--- config.mk ---
export PLATFORM = sky130hd
export DESIGN_NAME = can_fault_conf
export DESIGN_NICKNAME = d
export VERILOG_FILES = /design/src/rtl/can_fc_pkg.sv /design/src/rtl/can_fc_satcnt.sv /design/src/rtl/can_fc_recovery.sv /design/src/rtl/can_fc_flags.sv /design/src/rtl/can_fault_conf.sv
export SDC_FILE = /design/constraint.sdc
export NUM_CORES = 1
export LEC_CHECK = 0
export BUFFER_PORTS_ARGS = -buffer_cell sky130_fd_sc_hd__buf_2
export CORE_ASPECT_RATIO = 0.5
export CORE_UTILIZATION = 40
export DETAILED_ROUTE_END_ITERATION = 16
export SYNTH_ARGS = -nofsm -noshare
export SYNTH_HDL_FRONTEND = slang
export SYNTH_SLANG_ARGS = --single-unit
--- constraint.sdc ---
create_clock -name clk_i -period 3.52 [get_ports clk_i]
set_input_delay 0.176 -clock clk_i [delete_from_list [all_inputs] [get_ports clk_i]]
set_output_delay 0.176 -clock clk_i [all_outputs]
set_load 0.03 [all_outputs]
--- src/rtl/can_fc_pkg.sv ---
package can_fc_pkg;
  typedef enum logic [1:0] {
    ST_ACTIVE  = 2'd0,
    ST_PASSIVE = 2'd1,
    ST_BUSOFF  = 2'd2
  } fc_state_e;

  localparam int unsigned FL_RXP  = 0;
  localparam int unsigned FL_TXP  = 1;
  localparam int unsigned FL_BOFF = 2;
  localparam int unsigned NFLAG   = 3;
endpackage

--- src/rtl/can_fc_satcnt.sv ---
module can_fc_satcnt #(
  parameter int unsigned W = 8
) (
  input  logic         clk_i,
  input  logic         rst_ni,
  input  logic         clr_i,
  input  logic         hold_i,
  input  logic         up_i,
  input  logic         dn_i,
  output logic [W-1:0] cnt_o
);
  localparam logic [W-1:0] MAXV = {W{1'b1}};

  logic do_up, do_dn;
  assign do_up = !hold_i && up_i && !dn_i && (cnt_o != MAXV);
  assign do_dn = !hold_i && dn_i && !up_i && (cnt_o != '0);

  always_ff @(posedge clk_i or negedge rst_ni) begin
    if (!rst_ni)    cnt_o <= '0;
    else if (clr_i) cnt_o <= '0;
    else if (do_up) cnt_o <= cnt_o + 1'b1;
    else if (do_dn) cnt_o <= cnt_o - 1'b1;
  end
endmodule

--- src/rtl/can_fc_recovery.sv ---
module can_fc_recovery #(
  parameter int unsigned RUN_BITS = 11,
  parameter int unsigned RUNS     = 128
) (
  input  logic clk_i,
  input  logic rst_ni,
  input  logic srst_i,
  input  logic busoff_i,
  input  logic bit_stb_i,
  input  logic bus_bit_i,
  output logic done_o
);
  localparam int unsigned BW = $clog2(RUN_BITS);
  localparam int unsigned RW = $clog2(RUNS);
  localparam logic [BW-1:0] BIT_LAST = BW'(RUN_BITS - 1);
  localparam logic [RW-1:0] RUN_LAST = RW'(RUNS - 1);

  logic [BW-1:0] bit_q;
  logic [RW-1:0] run_q;
  logic          run_end;

  assign run_end = busoff_i && bit_stb_i && bus_bit_i && (bit_q == BIT_LAST);
  assign done_o  = run_end && (run_q == RUN_LAST);

  always_ff @(posedge clk_i or negedge rst_ni) begin
    if (!rst_ni) begin
      bit_q <= '0;
      run_q <= '0;
    end else if (srst_i || !busoff_i) begin
      bit_q <= '0;
      run_q <= '0;
    end else if (bit_stb_i) begin
      if (!bus_bit_i) begin
        bit_q <= '0;               // dominant bit breaks the run
      end else if (run_end) begin
        bit_q <= '0;
        run_q <= done_o ? '0 : run_q + 1'b1;
      end else begin
        bit_q <= bit_q + 1'b1;
      end
    end
  end
endmodule

--- src/rtl/can_fc_flags.sv ---
module can_fc_flags #(
  parameter int unsigned N = 3
) (
  input  logic         clk_i,
  input  logic         rst_ni,
  input  logic         srst_i,
  input  logic [N-1:0] cond_i,
  input  logic [N-1:0] clr_i,
  input  logic [N-1:0] clr_ok_i,
  output logic [N-1:0] flag_o
);
  for (genvar g = 0; g < N; g++) begin : g_flag
    logic prev_q, flag_q;
    always_ff @(posedge clk_i or negedge rst_ni) begin
      if (!rst_ni) begin
        prev_q <= 1'b0;
        flag_q <= 1'b0;
      end else if (srst_i) begin
        prev_q <= 1'b0;
        flag_q <= 1'b0;
      end else begin
        prev_q <= cond_i[g];
        if (cond_i[g] && !prev_q)           flag_q <= 1'b1;  // set beats clear
        else if (clr_i[g] && clr_ok_i[g])   flag_q <= 1'b0;
      end
    end
    assign flag_o[g] = flag_q;
  end
endmodule

--- src/rtl/can_fault_conf.sv ---
module can_fault_conf
  import can_fc_pkg::*;
#(
  parameter int unsigned TEC_W      = 9,
  parameter int unsigned REC_W      = 8,
  parameter int unsigned PASSIVE_AT = 128,
  parameter int unsigned BOFF_AT    = 256,
  parameter int unsigned RUN_BITS   = 11,
  parameter int unsigned RUNS       = 128
) (
  input  logic             clk_i,
  input  logic             rst_ni,
  input  logic             soft_rst_i,
  input  logic             tec_inc_i,
  input  logic             tec_dec_i,
  input  logic             rec_inc_i,
  input  logic             rec_dec_i,
  input  logic             bit_stb_i,
  input  logic             bus_bit_i,
  input  logic [NFLAG-1:0] irq_en_i,
  input  logic [NFLAG-1:0] flag_clr_i,
  output logic [NFLAG-1:0] flags_o,
  output logic [1:0]       state_o,
  output logic [TEC_W-1:0] tec_o,
  output logic [REC_W-1:0] rec_o,
  output logic             err_irq_o
);
  localparam logic [TEC_W-1:0] TEC_PASS = TEC_W'(PASSIVE_AT);
  localparam logic [TEC_W-1:0] TEC_BOFF = TEC_W'(BOFF_AT);
  localparam logic [REC_W-1:0] REC_PASS = REC_W'(PASSIVE_AT);

  logic             busoff_q, over_lim, hold, rcv_done, cnt_clr;
  logic             rx_pass, tx_pass;
  logic [NFLAG-1:0] cond, clr_ok;
  fc_state_e        st;

  assign over_lim = (tec_o >= TEC_BOFF);
  assign hold     = busoff_q || over_lim;
  assign cnt_clr  = soft_rst_i || rcv_done;
  assign rx_pass  = (rec_o >= REC_PASS);
  assign tx_pass  = (tec_o >= TEC_PASS) && !over_lim;

  can_fc_satcnt #(.W(TEC_W)) u_tec (
    .clk_i(clk_i), .rst_ni(rst_ni), .clr_i(cnt_clr), .hold_i(hold),
    .up_i(tec_inc_i), .dn_i(tec_dec_i), .cnt_o(tec_o)
  );

  can_fc_satcnt #(.W(REC_W)) u_rec (
    .clk_i(clk_i), .rst_ni(rst_ni), .clr_i(cnt_clr), .hold_i(hold),
    .up_i(rec_inc_i), .dn_i(rec_dec_i), .cnt_o(rec_o)
  );

  can_fc_recovery #(.RUN_BITS(RUN_BITS), .RUNS(RUNS)) u_rcv (
    .clk_i(clk_i), .rst_ni(rst_ni), .srst_i(soft_rst_i), .busoff_i(busoff_q),
    .bit_stb_i(bit_stb_i), .bus_bit_i(bus_bit_i), .done_o(rcv_done)
  );

  always_ff @(posedge clk_i or negedge rst_ni) begin
    if (!rst_ni)                     busoff_q <= 1'b0;
    else if (soft_rst_i || rcv_done) busoff_q <= 1'b0;
    else if (over_lim)               busoff_q <= 1'b1;
  end

  // passive entries are masked by the bus-off flag, not by the state
  always_comb begin
    cond          = '0;
    cond[FL_RXP]  = rx_pass && !flags_o[FL_BOFF];
    cond[FL_TXP]  = tx_pass && !flags_o[FL_BOFF];
    cond[FL_BOFF] = over_lim;
    clr_ok        = '1;
    clr_ok[FL_BOFF] = !busoff_q;
  end

  can_fc_flags #(.N(NFLAG)) u_flags (
    .clk_i(clk_i), .rst_ni(rst_ni), .srst_i(soft_rst_i), .cond_i(cond),
    .clr_i(flag_clr_i), .clr_ok_i(clr_ok), .flag_o(flags_o)
  );

  always_comb begin
    if (busoff_q)                      st = ST_BUSOFF;
    else if (rx_pass || (tec_o >= TEC_PASS)) st = ST_PASSIVE;
    else                               st = ST_ACTIVE;
  end

  assign state_o   = st;
  assign err_irq_o = |(flags_o & irq_en_i);
endmodule

* After elaboration in Yosys (flattened, before gate mapping)
Index checks and enable logic that the tools add are counted.
Cells by class: reduce and logical (&&, ||, !) cells 51, multiplexer cells 31, $lt $le $gt $ge 3, equal/unequal tests 4, bitwise gates (word level) 1, add/subtract/negate cells 6
Operator list (number):
- $mux W7 | 5
- $mux W9 | 3
- $mux W8 | 3
- $logic_and A1 B1 Y1 | 23
- $mux W4 | 4
- $mux W1 | 15
- $reduce_bool A3 Y1 | 5
- $logic_not A1 Y1 | 11
- $add A9 B1 Y9 const B | 1
- $ge A9 B8 Y1 const B | 1
- $ge A9 B9 Y1 const B | 1
- $ne A9 B9 Y1 const B | 1
- $reduce_bool A9 Y1 | 1
- $sub A9 B1 Y9 const B | 1
- $add A8 B1 Y8 const B | 1
- $ge A8 B8 Y1 const B | 1
- $ne A8 B8 Y1 const B | 1
- $reduce_bool A2 Y1 | 4
- $reduce_bool A8 Y1 | 1
- $sub A8 B1 Y8 const B | 1
- $add A7 B1 Y7 const B | 1
- $eq A7 B7 Y1 const B | 1
- $add A4 B1 Y4 const B | 1
- $eq A4 B4 Y1 const B | 1
- other kinds (5) | 8
Word-level totals: output and inout bits 23, word-level logic and storage cells 107, flip-flop bits (word level) 35

* Logic depth before layout (Yosys ltp)
depth after elaboration 9, gate-level depth with buffers 9

* Cells and area by module
Synthesis repeated with hierarchy kept, for this count alone.
Unflattened totals: cell total of the unflattened synthesis 269, area total of the unflattened synthesis 2591.2 sq um
Modules (own cells, without submodules):
- can_fc_satcnt (u_rec) | times used 1, area an instance 809.5 sq um, sequential area each 200.2 sq um, cells an instance 88
- can_fc_satcnt (u_tec) | times used 1, area an instance 782.0 sq um, sequential area each 225.2 sq um, cells an instance 81
- can_fc_recovery | times used 1, area an instance 630.6 sq um, sequential area each 275.3 sq um, cells an instance 64
- can_fc_flags | times used 1, area an instance 257.7 sq um, sequential area each 150.1 sq um, cells an instance 22
- can_fault_conf | times used 1, area an instance 111.4 sq um, sequential area each 25.0 sq um, cells an instance 14

* Worst setup path after synthesis
Ideal clock, no wire load.
path kind flip-flop to flip-flop, from register u_tec.cnt_o[8], to register u_rec.cnt_o[6], cell stages (with the launch flop) 9, data required time 3.393 ns, data arrival time 2.555 ns, library setup time 0.127 ns, path slack 0.838 ns, period minus slack after synthesis 2.682 ns, path through dfrtp_1 -> nor2_1 -> o2111ai_4 -> ha_1 -> nor2b_1 -> o31a_1 -> o211a_1 -> o31ai_1 -> a21oi_1
On the way: cells in the longest elaborated chain, start to end 8, elaborated cells between the ends (all ways) 12
RTL lines:
- start, declared | RTL line can_fc_satcnt.sv:10 | output logic [W-1:0] cnt_o
- start signal, assigned | RTL line can_fc_satcnt.sv:21 | else if (do_up) cnt_o <= cnt_o + 1'b1;
- start signal, assigned | RTL line can_fc_satcnt.sv:22 | else if (do_dn) cnt_o <= cnt_o - 1'b1;
- $ge A9 B9 Y1 (*) | RTL line can_fault_conf.sv:37 | assign over_lim = (tec_o >= TEC_BOFF);
- $logic_or A1 B1 Y1 (*) | RTL line can_fault_conf.sv:38 | assign hold = busoff_q || over_lim;
- $logic_not A1 Y1 (*) | RTL line can_fc_satcnt.sv:15, can_fc_satcnt.sv:16
- $logic_and A1 B1 Y1 (3 in a row) | RTL line can_fc_satcnt.sv:15 | assign do_up = !hold_i && up_i && !dn_i && (cnt_o != MAXV);
- $mux W8 | RTL line can_fc_satcnt.sv:21
- $mux W8 | RTL line can_fc_satcnt.sv:20 | else if (clr_i) cnt_o <= '0;
- end signal, assigned | RTL line can_fc_satcnt.sv:21
- end signal, assigned | RTL line can_fc_satcnt.sv:22
- end, declared | RTL line can_fc_satcnt.sv:10
Every way passes the cells marked *; elsewhere a longest branch is shown, timed or not. A chain may end at the register's enable or synchronous reset.

* Worst setup path in the final report
from register busoff_q, to register u_rec.cnt_o[6]
On the way: cells in the longest elaborated chain, start to end 7, elaborated cells between the ends (all ways) 16
RTL lines:
- start, declared | RTL line can_fault_conf.sv:32 | logic busoff_q, over_lim, hold, rcv_done, cnt_clr;
- start signal, assigned | RTL line can_fault_conf.sv:59 | if (!rst_ni) busoff_q <= 1'b0;
- start signal, assigned | RTL line can_fault_conf.sv:60 | else if (soft_rst_i || rcv_done) busoff_q <= 1'b0;
- start signal, assigned | RTL line can_fault_conf.sv:61 | else if (over_lim) busoff_q <= 1'b1;
- $logic_or A1 B1 Y1 | RTL line can_fault_conf.sv:38
- $logic_not A1 Y1 | RTL line can_fc_satcnt.sv:15, can_fc_satcnt.sv:16
- $logic_and A1 B1 Y1 (3 in a row) | RTL line can_fc_satcnt.sv:15
- $mux W8 | RTL line can_fc_satcnt.sv:21
- $mux W8 | RTL line can_fc_satcnt.sv:20
Several ways; a longest one is shown, not always the timed one.

==> flow_summary_export.csv <==
group,metric,value,unit
outcome,status,"finished with violations",
outcome,violations,"design-rule violations, negative hold slack",
detailed_routing,ant_nets,0,
detailed_routing,wl_met3,197,microns
pwr,ir_drop,0.531,mV
critical_path,worstPathMaxFanout,13,
sta,slew_headroom,0.476,
die,die_y,56.7,microns
logic_synthesis,yosysTopAreaCell,"dfrtp_1",
sta,final-hold-violation-count,35,
sta,worst_pin_slew,0.786,ns
pwr,p_per_area,931,nW/um^2
logic_synthesis,synth_nets,296,
logic_synthesis,synth_top_family_by_area,"simple AND/OR/NAND/NOR gates",
place,dp_hpwl,3800,microns
detailed_routing,drc,2,
sta,drv_slew,0,
logic_synthesis,synth_xor_area_frac,0.0512,
critical_path,path_class,"reg2reg",
global_routing,antenna_found_initial,0,
logic_synthesis,synthMuxAreaShare,0.00470,
detailed_routing,routed_wl,5110,microns
logic_synthesis,synth_area,2390,sq um
clock_network,hold_buffers,0,
clock_network,post_cts_resized,0,
logic_synthesis,synth_warnings,0,
logic_synthesis,syn-instance-count,262,
logic_synthesis,synth_flop_cell,"dfrtp_1",
critical_path,critPathCaptureType,"flip-flop",
logic_synthesis,yosysSeqAreaShare,0.366,
final_layout,most-common-layout-cells,"buf_2 (37), dfrtp_1 (35), nand2_1 (24)",
die,rows,19,
final_layout,fin_util,0.488,
detailed_routing,drtIter0Drc,84,
detailed_routing,wl_per_cell,13.8,microns
die,initial_core_util,0.425,
global_routing,grt_max_degree,36,
global_routing,grt-ovfl-total,0,
place,port_buffers,37,
final_layout,n_antenna_cell,0,
logic_synthesis,synth_compound_area_frac,0.197,
clock_network,h-tree-depth,2,
sta,period_needed,2.91,ns
final_layout,area_delta_synth_final,14.9,%
critical_path,cp-start-kind,"flip-flop",
sta,rsz0062_at_grt,"false",
global_routing,grt_pass1_vias,1890,
logic_synthesis,synthDistinctLibCells,51,
detailed_routing,m1WireLength,2510,microns
logic_synthesis,yosys.area_share.simple,0.228,
critical_path,critPathArrivalTime,3.04,ns
logic_synthesis,synth_fa_ha_area_frac,0.106,
clock_network,post_cts_buffers,0,
place,place.gp.congestion,0.846,
detailed_routing,viasPerCell,5.37,
sta,fmax,0.344,GHz
global_routing,grt_pass1_wl,9140,microns
clock_network,clk_pin_slew,0.05,ns
logic_synthesis,synth-edff-count,0,
detailed_routing,top_layer,"met4",
detailed_routing,vias,1994,
logic_synthesis,syn_avg_cell_area,9.14,sq um
die,io_pins,38,
die,fp.dieW,111,microns
clock_network,cts_tree,"built",
logic_synthesis,yosysTopAreaCellShare,0.366,
logic_synthesis,synth-async-reset-ratio,1.00,
clock_network,clockBufferDepth,2,
critical_path,crit-reg2reg-launch,"busoff_q",
clock_network,insertion_delay,0.27,ns
detailed_routing,first_pass_iters,10,
clock_network,cts_root_buffer,"clkbuf_16",
final_layout,final_common_cell,"buf_2",
sta,period_share,0.826,
die,core_area,5630,sq um
sta,finalSetupViolations,0,
sta,setup_tns,0,ns
sta,hold_ws,-0.0173,ns
final_layout,multi_input_comb_area,1410,sq um
critical_path,worstPathRequired,3.65,ns
final_layout,final_nets,331,
flow_run,maxCapViolCount,0,
detailed_routing,wl_met2,2320,microns
sta,skew,0.00159,ns
global_routing,track_usage,0.184,
pwr,leakage,1.30,nW
final_layout,drive_gt1_frac,0.174,
logic_synthesis,ys_seq_elements,35,
min_path,hold_class,"in2async",
clock_network,numCtsBuffers,5,
critical_path,crit_start,"busoff_q",
final_layout,seq_area,876,sq um
final_layout,fillers,548,
clock_network,cts.sinks,35,
die,dieArea,6320,sq um
logic_synthesis,synth.area.top_cells,"dfrtp_1 (37%), ha_1 (8.9%), a21oi_1 (4.8%)",
## critical path, cell delays in order, from the launching register on
cell and delay, ns:
dfrtp_1 0.45, nor2_1 0.47, o2111ai_4 0.36, ha_1 0.44, nor2b_1 0.17, o31a_1 0.28
o211a_1 0.22, o31ai_1 0.27, a21oi_1 0.10
## metrics by stage
stage,instances,power [mW],hold WS [ns],setup WS [ns],instance area (sq um)
after CTS,371,2.58,0.0161,0.609,2750
after floorplan,262,1.82,-0.120,0.838,2390
after detailed placement,363,2.15,0.309,0.626,2610
after global placement,363,2.12,0.309,0.748,2610
after global routing,371,2.78,0.0468,0.319,2750
final,371,2.56,-0.0173,0.611,2750
## synth_stat cells (2+ instances only)
cell type	instances
a211oi_1	3
a21boi_0	2
a21o_1	4
a21oi_1	23
and3_1	3
buf_4	6
clkbuf_1	2
dfrtp_1	35
fa_1	2
ha_1	17
inv_1	15
nand2_1	24
nand2b_1	9
nand3_1	12
nand3b_1	2
nand4_1	4
nor2_1	23
nor2b_1	5
nor3_1	8
nor3b_1	3
nor4_1	2
o2111ai_4	3
o211ai_1	2
o21a_1	4
o21ai_0	10
o31ai_1	2
xnor2_1	8
xor2_1	6
## path summary, 6_finish.rpt
check / to / slack, ns / cells past startpoint
setup / recovery: u_rec.cnt_o[6] / 0.61 / 8
hold / removal: u_rcv.bit_q[3] / -0.02 / 1
setup reg to reg: u_rec.cnt_o[6] / 0.61 / 8
hold reg to reg: u_flags.g_flag[1].flag_q / 0.51 / 2
max in group asynchronous: u_rec.cnt_o[1] / 3.04 / 1
min in group clk_i: u_flags.g_flag[1].flag_q / 0.08 / 2
## metal layers
metal	vias up	GRT usage
li1	999	-
met3	7	0.0454
met4	0	0.0637
met2	37	0.296
met5	-	0
met1	951	0.244
## cell families after synthesis
family / Yosys count
multiplexers: 1
adder cells (fa/ha/maj): 19
flip-flops: 35
XOR/XNOR: 14
buffers and inverters: 24
AO/OA/AOI/OAI: 64
AND/OR/NAND/NOR: 105
## layout make-up
class                   instances  share of cell area
multi-input cells             203               0.511
well taps                      73              0.0332
clock buffers                   7              0.0482
inverters                      15              0.0205
flip-flops and latches         35               0.318
repair buffers                 37              0.0673
clock inverters                 1             0.00182
## flip-flops by register name, summed over array words and instances (netlist names)
register,count
u_rcv.run_q,7
u_flags.g_flag.prev_q,3
busoff_q,1
u_rcv.bit_q,4
u_flags.g_flag.flag_q,3
u_rec.cnt_o,8
u_tec.cnt_o,9
## report_power, final
group          internal (mW)  total [mW]  switching, mW
sequential             0.507       0.652          0.145
combinational          0.596        1.49          0.898
clock                  0.261       0.416          0.155
total                   1.36        2.56           1.20
Power figures use the tool's default switching activity.
